`src/rtl/epm_pkg.sv`:
```
// Package: shared direction encoding, response flag bundle and region
// geometry helpers for the endpoint FIFO region mapper.
// Assumes region sizes double per endpoint starting from a base size.
package epm_pkg;

    typedef enum logic {
        DIR_OUT = 1'b0,
        DIR_IN  = 1'b1
    } epm_dir_e;

    typedef struct packed {
        logic ok;
        logic ep_err;
        logic cfg_err;
        logic rng_err;
    } epm_flags_t;

    // Size in bytes of the region owned by zero-based endpoint slot idx.
    function automatic int unsigned region_size(int unsigned base, int unsigned idx);
        return base << idx;
    endfunction

    // First byte of the region for zero-based slot idx (regions are contiguous).
    function automatic int unsigned region_base(int unsigned base, int unsigned idx);
        return base * ((32'd1 << idx) - 32'd1);
    endfunction

endpackage

```
`src/rtl/epm_region_check.sv`:
```
// Module: checks each endpoint's IN + OUT maximum against its region capacity.
// The capacity is the full region when single-buffered and half of it when
// either direction is double-buffered. Purely combinational; assumes the
// configuration is held steady by its owner.
module epm_region_check #(
    parameter int NUM_EP     = 5,
    parameter int BASE_BYTES = 32,
    parameter int SZ_W       = 10
) (
    input  logic [NUM_EP*SZ_W-1:0] cfg_in_max,
    input  logic [NUM_EP*SZ_W-1:0] cfg_out_max,
    input  logic [NUM_EP-1:0]      cfg_in_dbl,
    input  logic [NUM_EP-1:0]      cfg_out_dbl,
    output logic [NUM_EP-1:0]      cfg_err_vec
);

    localparam int SUM_W = SZ_W + 1;

    for (genvar g = 0; g < NUM_EP; g++) begin : g_ep
        localparam int unsigned RSZ = epm_pkg::region_size(BASE_BYTES, g);

        logic [SUM_W-1:0] need;
        logic [SUM_W-1:0] room;

        // Total bytes requested by both directions of this endpoint.
        assign need = {1'b0, cfg_in_max[g*SZ_W +: SZ_W]} + {1'b0, cfg_out_max[g*SZ_W +: SZ_W]};
        // Capacity available under the chosen buffering scheme.
        assign room = (cfg_in_dbl[g] || cfg_out_dbl[g]) ? SUM_W'(RSZ / 2) : SUM_W'(RSZ);
        // Flag the endpoint when the request does not fit.
        assign cfg_err_vec[g] = (need > room);
    end

endmodule

```
`src/rtl/epm_pingpong.sv`:
```
// Module: keeps one ping-pong buffer-select bit per endpoint and direction.
// A bit toggles on a commit naming its endpoint and direction. It is held at
// zero while its double-buffer enable is low. Assumes endpoint numbers are
// 1-based on the commit port.
module epm_pingpong #(
    parameter int NUM_EP = 5,
    parameter int EP_W   = 3
) (
    input  logic              clk,
    input  logic              rst_n,
    input  logic [NUM_EP-1:0] cfg_in_dbl,
    input  logic [NUM_EP-1:0] cfg_out_dbl,
    input  logic              commit_valid,
    input  logic [EP_W-1:0]   commit_ep,
    input  logic              commit_dir,
    output logic [NUM_EP-1:0] ping_in,
    output logic [NUM_EP-1:0] ping_out
);

    for (genvar g = 0; g < NUM_EP; g++) begin : g_ep
        logic hit;

        // Commit strobe addressed to this endpoint slot.
        assign hit = commit_valid && (commit_ep == EP_W'(g + 1));

        // IN-direction select bit: clear, hold or toggle.
        always_ff @(posedge clk) begin
            if (!rst_n) begin
                ping_in[g] <= 1'b0;
            end else if (!cfg_in_dbl[g]) begin
                ping_in[g] <= 1'b0;
            end else if (hit && (commit_dir == epm_pkg::DIR_IN)) begin
                ping_in[g] <= ~ping_in[g];
            end
        end

        // OUT-direction select bit: clear, hold or toggle.
        always_ff @(posedge clk) begin
            if (!rst_n) begin
                ping_out[g] <= 1'b0;
            end else if (!cfg_out_dbl[g]) begin
                ping_out[g] <= 1'b0;
            end else if (hit && (commit_dir == epm_pkg::DIR_OUT)) begin
                ping_out[g] <= ~ping_out[g];
            end
        end
    end

endmodule

```
`src/rtl/epm_addr_gen.sv`:
```
// Module: combinational address generator. It selects the requested
// endpoint's geometry and configuration, classifies the request and
// computes the physical address. OUT grows upward from the region bottom (or
// midpoint); IN grows downward from the region top (or just below the
// midpoint). Assumes a valid configuration has been checked by the region
// check stage.
module epm_addr_gen #(
    parameter int NUM_EP     = 5,
    parameter int BASE_BYTES = 32,
    parameter int ADDR_W     = 10,
    parameter int SZ_W       = 10,
    parameter int EP_W       = 3
) (
    input  logic [NUM_EP*SZ_W-1:0] cfg_in_max,
    input  logic [NUM_EP*SZ_W-1:0] cfg_out_max,
    input  logic [NUM_EP-1:0]      cfg_in_dbl,
    input  logic [NUM_EP-1:0]      cfg_out_dbl,
    input  logic [NUM_EP-1:0]      cfg_err_vec,
    input  logic [NUM_EP-1:0]      ping_in,
    input  logic [NUM_EP-1:0]      ping_out,
    input  logic [EP_W-1:0]        req_ep,
    input  logic                   req_dir,
    input  logic                   req_buf,
    input  logic [SZ_W-1:0]        req_off,
    output epm_pkg::epm_flags_t    flags,
    output logic [ADDR_W-1:0]      addr
);

    logic              ep_hit;
    logic [ADDR_W-1:0] sel_size;
    logic [ADDR_W-1:0] sel_base;
    logic [SZ_W-1:0]   sel_max;
    logic              sel_dbl;
    logic              sel_ping;
    logic              sel_bad;
    logic              use_hi;
    logic              buf_bad;
    logic              off_bad;
    logic [ADDR_W-1:0] off_a;
    logic [ADDR_W-1:0] half;
    logic [ADDR_W-1:0] local_off;

    // Pick the geometry and configuration of the addressed endpoint.
    always_comb begin
        ep_hit   = 1'b0;
        sel_size = '0;
        sel_base = '0;
        sel_max  = '0;
        sel_dbl  = 1'b0;
        sel_ping = 1'b0;
        sel_bad  = 1'b0;
        for (int i = 0; i < NUM_EP; i++) begin
            if (req_ep == EP_W'(i + 1)) begin
                ep_hit   = 1'b1;
                sel_size = ADDR_W'(epm_pkg::region_size(BASE_BYTES, i));
                sel_base = ADDR_W'(epm_pkg::region_base(BASE_BYTES, i));
                sel_bad  = cfg_err_vec[i];
                if (req_dir == epm_pkg::DIR_IN) begin
                    sel_max  = cfg_in_max[i*SZ_W +: SZ_W];
                    sel_dbl  = cfg_in_dbl[i];
                    sel_ping = ping_in[i];
                end else begin
                    sel_max  = cfg_out_max[i*SZ_W +: SZ_W];
                    sel_dbl  = cfg_out_dbl[i];
                    sel_ping = ping_out[i];
                end
            end
        end
    end

    // Resolve which buffer is used and whether the request is in range.
    always_comb begin
        use_hi  = sel_dbl ? sel_ping : 1'b0;
        buf_bad = !sel_dbl && req_buf;
        off_bad = (req_off >= sel_max);
    end

    // Compute the offset inside the region for the chosen buffer and direction.
    always_comb begin
        off_a = ADDR_W'(req_off);
        half  = sel_size >> 1;
        if (req_dir == epm_pkg::DIR_IN) begin
            local_off = (use_hi ? half : sel_size) - ADDR_W'(1) - off_a;
        end else begin
            local_off = (use_hi ? half : '0) + off_a;
        end
    end

    // Classify the request with priority endpoint > config > range.
    always_comb begin
        flags.ep_err  = !ep_hit;
        flags.cfg_err = ep_hit && sel_bad;
        flags.rng_err = ep_hit && !sel_bad && (buf_bad || off_bad);
        flags.ok      = ep_hit && !sel_bad && !buf_bad && !off_bad;
        addr          = flags.ok ? (sel_base + local_off) : '0;
    end

endmodule

```
`src/rtl/epm_fifo_mapper.sv`:
```
// Module: top of the endpoint FIFO region mapper. It ties together the
// configuration check, the ping-pong state and the address generator, and
// registers the response one cycle after the request. Assumes configuration
// inputs change only between packets.
module epm_fifo_mapper #(
    parameter int NUM_EP     = 5,
    parameter int BASE_BYTES = 32,
    parameter int ADDR_W     = 10,
    localparam int SZ_W      = $clog2(BASE_BYTES << (NUM_EP - 1)) + 1,
    localparam int EP_W      = $clog2(NUM_EP + 1)
) (
    input  logic                   clk,
    input  logic                   rst_n,
    input  logic [NUM_EP*SZ_W-1:0] cfg_in_max,
    input  logic [NUM_EP*SZ_W-1:0] cfg_out_max,
    input  logic [NUM_EP-1:0]      cfg_in_dbl,
    input  logic [NUM_EP-1:0]      cfg_out_dbl,
    input  logic                   req_valid,
    input  logic [EP_W-1:0]        req_ep,
    input  logic                   req_dir,
    input  logic                   req_buf,
    input  logic [SZ_W-1:0]        req_off,
    input  logic                   commit_valid,
    input  logic [EP_W-1:0]        commit_ep,
    input  logic                   commit_dir,
    output logic [NUM_EP-1:0]      cfg_err_vec,
    output logic                   rsp_valid,
    output logic                   rsp_ok,
    output logic [ADDR_W-1:0]      rsp_addr,
    output logic                   rsp_ep_err,
    output logic                   rsp_cfg_err,
    output logic                   rsp_rng_err
);

    logic [NUM_EP-1:0]   ping_in;
    logic [NUM_EP-1:0]   ping_out;
    epm_pkg::epm_flags_t nxt_flags;
    logic [ADDR_W-1:0]   nxt_addr;

    epm_region_check #(
        .NUM_EP     (NUM_EP),
        .BASE_BYTES (BASE_BYTES),
        .SZ_W       (SZ_W)
    ) u_check (
        .cfg_in_max  (cfg_in_max),
        .cfg_out_max (cfg_out_max),
        .cfg_in_dbl  (cfg_in_dbl),
        .cfg_out_dbl (cfg_out_dbl),
        .cfg_err_vec (cfg_err_vec)
    );

    epm_pingpong #(
        .NUM_EP (NUM_EP),
        .EP_W   (EP_W)
    ) u_ping (
        .clk          (clk),
        .rst_n        (rst_n),
        .cfg_in_dbl   (cfg_in_dbl),
        .cfg_out_dbl  (cfg_out_dbl),
        .commit_valid (commit_valid),
        .commit_ep    (commit_ep),
        .commit_dir   (commit_dir),
        .ping_in      (ping_in),
        .ping_out     (ping_out)
    );

    epm_addr_gen #(
        .NUM_EP     (NUM_EP),
        .BASE_BYTES (BASE_BYTES),
        .ADDR_W     (ADDR_W),
        .SZ_W       (SZ_W),
        .EP_W       (EP_W)
    ) u_gen (
        .cfg_in_max  (cfg_in_max),
        .cfg_out_max (cfg_out_max),
        .cfg_in_dbl  (cfg_in_dbl),
        .cfg_out_dbl (cfg_out_dbl),
        .cfg_err_vec (cfg_err_vec),
        .ping_in     (ping_in),
        .ping_out    (ping_out),
        .req_ep      (req_ep),
        .req_dir     (req_dir),
        .req_buf     (req_buf),
        .req_off     (req_off),
        .flags       (nxt_flags),
        .addr        (nxt_addr)
    );

    // Register the response one cycle after the request; quiet when idle.
    always_ff @(posedge clk) begin
        if (!rst_n) begin
            rsp_valid   <= 1'b0;
            rsp_ok      <= 1'b0;
            rsp_addr    <= '0;
            rsp_ep_err  <= 1'b0;
            rsp_cfg_err <= 1'b0;
            rsp_rng_err <= 1'b0;
        end else begin
            rsp_valid   <= req_valid;
            rsp_ok      <= req_valid && nxt_flags.ok;
            rsp_addr    <= req_valid ? nxt_addr : '0;
            rsp_ep_err  <= req_valid && nxt_flags.ep_err;
            rsp_cfg_err <= req_valid && nxt_flags.cfg_err;
            rsp_rng_err <= req_valid && nxt_flags.rng_err;
        end
    end

endmodule

```
`config.mk`:
```
export PLATFORM = sky130hd
export DESIGN_NAME = epm_fifo_mapper
export DESIGN_NICKNAME = d
export VERILOG_FILES = /design/src/rtl/epm_pkg.sv /design/src/rtl/epm_region_check.sv /design/src/rtl/epm_pingpong.sv /design/src/rtl/epm_addr_gen.sv /design/src/rtl/epm_fifo_mapper.sv
export SDC_FILE = /design/constraint.sdc
export NUM_CORES = 1
export LEC_CHECK = 0
export BUFFER_PORTS_ARGS = -buffer_cell sky130_fd_sc_hd__buf_2
export CAP_MARGIN = 40
export CELL_PAD_IN_SITES_DETAIL_PLACEMENT = 1
export CELL_PAD_IN_SITES_GLOBAL_PLACEMENT = 1
export CORE_AREA = 4 4 92 159
export DETAILED_ROUTE_END_ITERATION = 16
export DIE_AREA = 0 0 96 163
export GPL_ROUTABILITY_DRIVEN = 0
export PLACE_DENSITY_LB_ADDON = 0.1
export SYNTH_ARGS = -nofsm -noshare
export SYNTH_HDL_FRONTEND = slang
export SYNTH_SLANG_ARGS = --single-unit
```
`constraint.sdc`:
```
create_clock -name clk -period 12.9 [get_ports clk]
set_clock_uncertainty 0.2 [all_clocks]
set_input_delay 1.29 -clock clk [delete_from_list [all_inputs] [get_ports clk]]
set_output_delay 1.29 -clock clk [all_outputs]
set_load 0.1 [all_outputs]
```
After elaboration in Yosys (flattened, before gate mapping)
Index checks and enable logic that the tools add are counted.
Storage, ports and cells
  bits in registers: 25
  bits in latches: 0
  memory bits (writable): 0
  ROM bits: 0
  input port bits: 133
  output and inout bits: 20
  word-level logic and storage cells: 157
  memories kept: 0
Operators by class
  add/subtract/negate cells: 9
  $mul: 0
  divide/modulo/power cells: 0
  magnitude comparators: 6
  equality and inequality tests: 10
  shift operators: 0
  muxes and demuxes: 58
  bitwise operators: 11
  reductions and logical operators: 47
Operators with widths (number)
  10-bit 2-to-1 mux: 17
  10-bit by 10-bit adder with 11-bit output: 5
  11-bit greater-than comparator: 5
  1-bit 2-to-1 mux: 31
  9-bit 2-to-1 mux: 3
  1-bit logical AND: 25
  2-bit AND reduction: 10
  6-bit 2-to-1 mux: 3
  8-bit 2-to-1 mux: 2
  7-bit 2-to-1 mux: 2
  3-bit by 2-bit == test with 1-bit output (second input constant): 4
  3-bit == test (second input constant): 4
  1-bit NOT: 11
  10-bit adder: 1
  9-bit by 10-bit adder with 10-bit output: 1
  10-bit greater-or-equal comparator: 1
  10-bit by 1-bit subtractor with 10-bit output (second input constant): 1
  10-bit subtractor: 1
  3-bit by 1-bit == test with 1-bit output (second input constant): 2
  1-bit logical OR: 6
  1-bit logical NOT: 5
  3-bit AND reduction: 1

Logic depth before layout (Yosys ltp)
Gate-level depths: netlist of run 1.
  depth after elaboration: 13
  depth in mapped cells: 23
  gate-level depth less buffers: 21

By module
A second synthesis of run 1 with hierarchy kept.
Second synthesis, totals
  cell total of the unflattened synthesis: 675
  area total of the unflattened synthesis: 5333.9 µm²
Modules (own cells, without submodules)
  epm_region_check: instances 1, cells an instance 301, area each 2292.2 µm², seq. area each 0.0 µm²
  epm_addr_gen: instances 1, cells an instance 284, area each 2158.3 µm², seq. area each 0.0 µm²
  epm_pingpong: instances 1, cells an instance 58, area each 462.9 µm², seq. area each 200.2 µm²
  epm_fifo_mapper: instances 1, cells an instance 32, area each 420.4 µm², seq. area each 300.3 µm²

Least setup slack after synthesis of run 1
No wires, ideal clock.
  path type: input port to output port
  start: input port cfg_in_max[21]
  end: output port cfg_err_vec[2]
  arrival: 5287 ps
  data required time: 11410 ps
  path slack: 6123 ps
  stages on the path: 12
  path buffers: 0
  path through: ha_1 a21o_1 a21oi_1 o21ai_0 a21o_1 a21oi_1 xnor2_1 ha_1 nor2b_1 nand4_1 nor3_1 o21ai_0
Between the ends
  cells in the longest elaborated chain, start to end: 2
Ends and longest elaborated chain
  start: declaration: RTL line epm_fifo_mapper.sv:14  | input logic [NUM_EP*SZ_W-1:0] cfg_in_max,
  10-bit by 10-bit adder with 11-bit output: RTL line epm_region_check.sv:26  | assign need = {1'b0, cfg_in_max[g*SZ_W +: SZ_W]} + {1'b0, cfg_out_max[g*SZ_W +: SZ_W]};
  11-bit greater-than comparator: RTL line epm_region_check.sv:30  | assign cfg_err_vec[g] = (need > room);
  end: declaration: RTL line epm_fifo_mapper.sv:26  | output logic [NUM_EP-1:0] cfg_err_vec,
No other way between the ends.

Worst setup path in the final report of run 1
  start: input port cfg_in_max[30]
  end: output port cfg_err_vec[3]
The elaborated chain is that of the path after synthesis.

==> results of run 1 <==
==> layout by cell type (no fill, tap or decap), types with 9 or more instances in the layout <==
cell type,synthesis,final
nand2b_1,16,16
nor2_1,43,43
nor2b_1,16,16
and3_1,13,13
ha_1,85,85
o31ai_1,9,9
inv_1,47,47
xor2_1,23,23
nand2_1,44,44
o22ai_1,20,20
o21ai_0,27,27
o211ai_1,11,11
a21o_1,24,24
nor3_1,16,16
a21oi_1,55,55
a211oi_1,9,9
dfxtp_1,25,25
nand3_1,10,10
xnor2_1,20,20
mux2i_1,46,46
buf_2,2,151
==> state kept, by name (all words and copies together) (netlist names) <==
name             cells
rsp_addr            10
rsp_cfg_err          1
rsp_ep_err           1
rsp_ok               1
rsp_rng_err          1
rsp_valid            1
u_ping.ping_in       5
u_ping.ping_out      5
==> worst register-to-register path, delay by kind of cell (launching register included) <==
kind	cells	cell delay, ns
buffers and inverters	1	0.11
DFF	1	0.38
adders and majority gates	2	0.57
AOI/OAI and AO/OA	10	1.60
xor gates and xnor gates	3	0.45
and+or+nand+nor	4	0.59
==> final timing paths <==
check | endpoint | slack, ns | cells past startpoint | from
worst max register to register | rsp_addr[9]$_SDFF_PN0_ | 8.87 | 20 | u_ping.ping_in[0]$_SDFFE_PN0P_
worst min register to register | u_ping.ping_in[2]$_SDFFE_PN0P_ | 0.42 | 2 | u_ping.ping_in[2]$_SDFFE_PN0P_
worst min-delay path | u_ping.ping_in[2]$_SDFFE_PN0P_ | 0.42 | 2 | u_ping.ping_in[2]$_SDFFE_PN0P_
worst max-delay path | cfg_err_vec[3] | 6.68 | 16 | cfg_in_max[30]
==> metrics by stage <==
step	hold WS [ns]	setup slack (ns)	instance area [µm²]	utilization (%)	cells
2_1_floorplan	0.3808	6.123	5535	-	711
3_3_place_gp	0.3977	6.749	6424	48.00	1013
3_5_place_dp	0.4092	6.696	6424	48.00	1013
4_1_cts	0.4223	6.679	6504	48.60	1017
5_1_grt	0.4535	6.373	6504	48.60	1017
6_report	0.4218	6.680	6504	48.60	1017
==> logic make-up (layout without fill, tap and decap cells) <==
family	after synthesis	count (layout)	share of synthesized area (%)
fa+ha+maj	93	93	22.11
flops	25	25	9.042
simple gates	208	208	20.62
buf+inv	74	206	5.199
mux	53	53	9.946
xor+xnor	43	43	6.804
compound gates	215	215	26.29
==> power by group <==
group	internal [mW]	switching (mW)	leakage [nW]
Clock	0.0417	0.0266	0.0409
Sequential	0.0787	0.000455	0.202
Combinational	0.109	0.168	3.00
Total	0.229	0.195	3.24
==> layer usage <==
layer  vias up  part of all wire (%)
li1       2922                     -
met1      2901                    36
met2       202                    53
met3        66                   4.8
met4         2                   6.4
met5         -                 0.082
==> area by class of cell <==
cell class	count	area, µm²
fill	1713	6879
clock buffer	3	75.07
sequential	25	500.5
inverter	48	180.2
clock inverter	1	5.005
multi-input combinational	612	4747
timing repair buffer	154	778.2
tap	174	217.7
==> flow_summary.yaml, run 1 <==
outcome:
  run_status: "completed"
final_layout:
  area_growth_pct: 17.50
  diodes: 0
  final_net_count: 1070
  layout-drive-gt1-share_pct: 22.06
synth:
  yosys.cell_count.top_type: "ha_1"
  synth_seq_cells: 25
  synth.top_cells.by_area: "ha_1, dfxtp_1, mux2i_1, a21oi_1, xor2_1"
  yosysTopAreaCell: "ha_1"
  synth_top_cell_area_share_pct: 19.21
  syn-num-nets: 937
  synthTopCellsByCount: "ha_1, a21oi_1, inv_1, mux2i_1, nand2_1"
  synthFlopType: "dfxtp_1"
  avgSynthCellArea_um2: 7.785
  synth_edf_count: 0
  netlist_instances: 711
  mappedNetlistArea_um2: 5535
  synthArstFlopShare_pct: 0
  ys_seq_area_share_pct: 9.042
  ys_warn_count: 0
  yosysUniqueCellTypes: 73
clock_network:
  cts_root_buf: "clkbuf_16"
  cts_made_buffers: 3
  ctsResizeCount: 0
  cts_setup_buffers: 0
  worst_skew_pair.late_latency_ns: 0.26
  cts_hold_buffers: 0
  ctsLongestPathBuffers: 2
  clkSlewWorstSetupHoldPaths_ns: 0.06
  clock_sinks: 25
  htree_levels: 1
  cts_tree: "yes"
setup_path:
  critical_path.max_fanout: 4
  cp.required_ns: 11.41
  end_kind: "output pin"
  worst_path_largest_cell_delay_ns: 0.43
  cpMaxStageDelayCell: "fa_1"
  cp_cell_sequence: "buf_2 > ha_1 > fa_1 > a211o_1 > and3_1 > nor3_1 > o21bai_1 > a21oi_1 > xnor2_1 > ha_1 > nand4bb_1 > a2111oi_0 > o221ai_1 > o32ai_1 > o211ai_1 > buf_2"
  critPathKind: "input port to output pin"
  cp_top_family: "compound AO/OA/AOI/OAI gates"
  crit_buf_inv: 2
  arrival_ns: 4.73
  cp-start-kind: "input port"
timing:
  tns_ns: 0
  finalSetupViolCount: 0
  tightest_slew_ns: 0.7123
  rsz0062_at_grt: "false"
  maxClockFrequency_ghz: 0.1608
  slew_violations: 0
  post-route-period-util_pct: 48.22
  min_period_ns: 6.220
  max-slew-margin-rel_pct: 52.47
  hold_violations: 0
detailed_routing:
  ant_nets: 0
  wl_per_cell_um: 20.43
  drcViolationCount: 0
  drtPass1Iterations: 4
  via_count: 6093
  routed_wl_um: 20780
  drt_iter0_drc: 184
  vias_per_cell: 5.991
pwr:
  p_total_mw: 0.4248
  leakage_nw: 3.240
  irDropWorstVdd_uv: 42.92
  power_density_nw_per_um2: 65.31
place:
  hpwlAfterDp_um: 18090
  io_buffers: 152
die:
  num_rows: 56
  io_pins: 153
  fp.dieH_um: 163
  core_um2: 13380
  die_area_um2: 15650
  start_util_pct: 41.36
  die_w_um: 96
global_route:
  grt_pass1_wl_um: 32750
  first_global_vias: 6693
  use_met1_pct: 28.49
  grt_max_degree: 39
  track_usage_pct: 26.65
  antenna_found_initial: 1
  grt_use_met3_pct: 3.190
  gr-total-overflow: 0
  busiest_layer: "met2"
  grt_use_met2_pct: 48.35
job:
  maxCapViolations: 0
worst_hold_path:
  hold_class: "register to register"
Power figures use the tool's default switching activity.
==> inputs of run 2 (changes only) <==
CORE_AREA = 4 4 96 165   (was 4 4 92 159)
DIE_AREA = 0 0 100 169   (was 0 0 96 163)
clock period = 6.2 ns   (was 12.9 ns; I/O delays follow)
==> run 2 against run 1 <==
  * Critical path depth stayed put
  * Largest cell class unchanged
  * Cell area is 0.38% higher
  * Global-route usage is 2.2 points lower
  * Via count is 0.62% lower
  * Largest power group unchanged
  * Combinational power is 110% higher
  * Wire length is 2.0% higher
  * Critical endpoint unchanged
==> flow_summary.yaml, run 2 (synthesis gave the netlist of run 1 again) <==
detailed_routing:
  via_count: 6055
  ant_nets: 0
  wl_met1_um: 7447
  drtPass1Iterations: 4
  dr.max_layer_used: "met4"
  routed_wl_um: 21190
  wl_per_cell_um: 20.67
  dr_wl_met2_um: 11620
  drcViolationCount: 0
  drt_iter0_drc: 156
  dr_wl_met3_um: 884
  vias_per_cell: 5.907
place:
  io_buffers: 152
  place_area_um2: 6446
  pre_cts_ws_ns: 1.182
  hpwlAfterDp_um: 18610
  placed_cells: 1021
timing:
  hold_violations: 0
  tightest_slew_ns: 0.7446
  max-slew-margin-rel_pct: 50.32
  rsz0062_at_grt: "false"
  slew_violations: 0
  tns_ns: 0
  finalSetupViolCount: 0
  min_period_ns: 5.079
  post-route-period-util_pct: 81.91
  worst_hold_slack_ns: 0.4073
  maxClockFrequency_ghz: 0.1969
  worst_slack_ns: 1.121
global_route:
  antenna_found_initial: 1
  grt_max_degree: 36
  track_usage_pct: 24.46
  grt_pass1_wl_um: 33080
  first_global_vias: 6619
  gr-total-overflow: 0
final_layout:
  design_area_um2: 6529
  diodes: 0
  multi_input_area_um2: 4747
  layout-drive-gt1-share_pct: 22.25
  final_common_cell: "buf_2"
  largest_reg_flops: 10
  final_util_pct: 45.21
  mostFrequentLayoutCells: "buf_2, ha_1, a21oi_1"
  area_growth_pct: 17.95
  final_cells: 1025
  top_register: "rsp_addr"
  regArea_um2: 500.5
  top_regs: "rsp_addr: 10 flops, u_ping.ping_in: 5 flops, u_ping.ping_out: 5 flops"
  final_net_count: 1072
  num-fill-cells: 1870
worst_hold_path:
  hold_class: "input port to register"
setup_path:
  path_depth: 16
  cpMaxStageDelayCell: "fa_1"
  reg2reg_from: "u_ping.ping_in[0]$_SDFFE_PN0P_"
  crit_buf_inv: 2
  arrival_ns: 4.26
  reg2reg_slack_ns: 2.21
  cp_top_family: "compound AO/OA/AOI/OAI gates"
  crit_path_start: "cfg_in_max[30]"
  end_kind: "output pin"
  worstReg2RegEnd: "rsp_addr[9]$_SDFF_PN0_"
  reg2reg_depth: 20
  crit_end: "cfg_err_vec[3]"
  cp.required_ns: 5.38
  critical_path.max_fanout: 4
  critPathKind: "input port to output pin"
  worst_path_largest_cell_delay_ns: 0.41
  cp_cell_sequence: "buf_2 > ha_1 > fa_1 > a211o_1 > and3_1 > nor3_1 > o21bai_1 > a21oi_1 > xnor2_1 > ha_1 > nand4bb_1 > a2111oi_0 > o221ai_1 > o32ai_1 > o211ai_1 > buf_2"
  cp-start-kind: "input port"
clock_network:
  cts_tree: "yes"
  cts_setup_buffers: 0
  cts_made_buffers: 3
  cts_hold_buffers: 0
  htree_levels: 1
  ctsResizeCount: 0
  worst_skew_pair.late_latency_ns: 0.26
  clock_sinks: 25
  cts_root_buf: "clkbuf_16"
  ctsLongestPathBuffers: 2
  clkSlewWorstSetupHoldPaths_ns: 0.07
die:
  num_rows: 58
  die_area_um2: 16900
  fp.dieH_um: 169
  die_w_um: 100
  start_util_pct: 38.33
  core_um2: 14440
  io_pins: 153
job:
  maxCapViolations: 0
pwr:
  power_density_nw_per_um2: 136.7
  swShare_pct: 46.30
  leakage_nw: 3.245
  internal_power_mw: 0.4794
  p_switching_mw: 0.4134
  irDropWorstVdd_uv: 85.95
  p_total_mw: 0.8928
  seq_power_share_pct: 18.4
  pwr-share-comb_pct: 65.1
  clockPowerShare_pct: 16.5
outcome:
  run_status: "completed"
[run 2: cell count changes in the layout (fill, tap and decap cells not counted)]
cell        change
buf_4           +2
clkinv_2        -1
clkinvlp_4      +1
[run 2: power by group through the flow]
stage                     logic, mW  clock network (mW)  registers (mW)
after floorplan               0.375                   0           0.188
after global placement        0.555                   0           0.168
after detailed placement      0.578                   0           0.168
after CTS                     0.582               0.149           0.165
after global routing          0.637               0.154           0.165
final                         0.581               0.147           0.165
[run 2: layout make-up]
class / instances / area share [%]
Multi-Input combinational cell: 612 / 72.71
Sequential cell: 25 / 7.666
Inverter: 48 / 2.760
Tap cell: 180 / 3.450
Timing Repair Buffer: 156 / 12.15
Clock inverter: 1 / 0.1150
Clock buffer: 3 / 1.150
[run 2: worst min path at each step]
| stage | startpoint | endpoint | slack, ns | cells after the start |
|---|---|---|---|---|
| global route | req_valid | rsp_valid$_SDFF_PN0_ | 0.42 | 2 |
| CTS | cfg_out_dbl[0] | u_ping.ping_out[0]$_SDFFE_PN0P_ | 0.41 | 2 |
| global placement | u_ping.ping_out[2]$_SDFFE_PN0P_ | u_ping.ping_out[2]$_SDFFE_PN0P_ | 0.40 | 2 |
| detailed placement | u_ping.ping_in[3]$_SDFFE_PN0P_ | u_ping.ping_in[3]$_SDFFE_PN0P_ | 0.41 | 2 |
| finish | cfg_out_dbl[0] | u_ping.ping_out[0]$_SDFFE_PN0P_ | 0.41 | 2 |
| floorplan | u_ping.ping_out[1]$_SDFFE_PN0P_ | u_ping.ping_out[1]$_SDFFE_PN0P_ | 0.38 | 2 |
[run 2: routing by layer]
metal | GRT usage [%] | vias up
li1 | - | 2914
met1 | 24.89 | 2918
met2 | 47.22 | 165
met3 | 2.969 | 58
met4 | 12.79 | 0
met5 | 0 | -
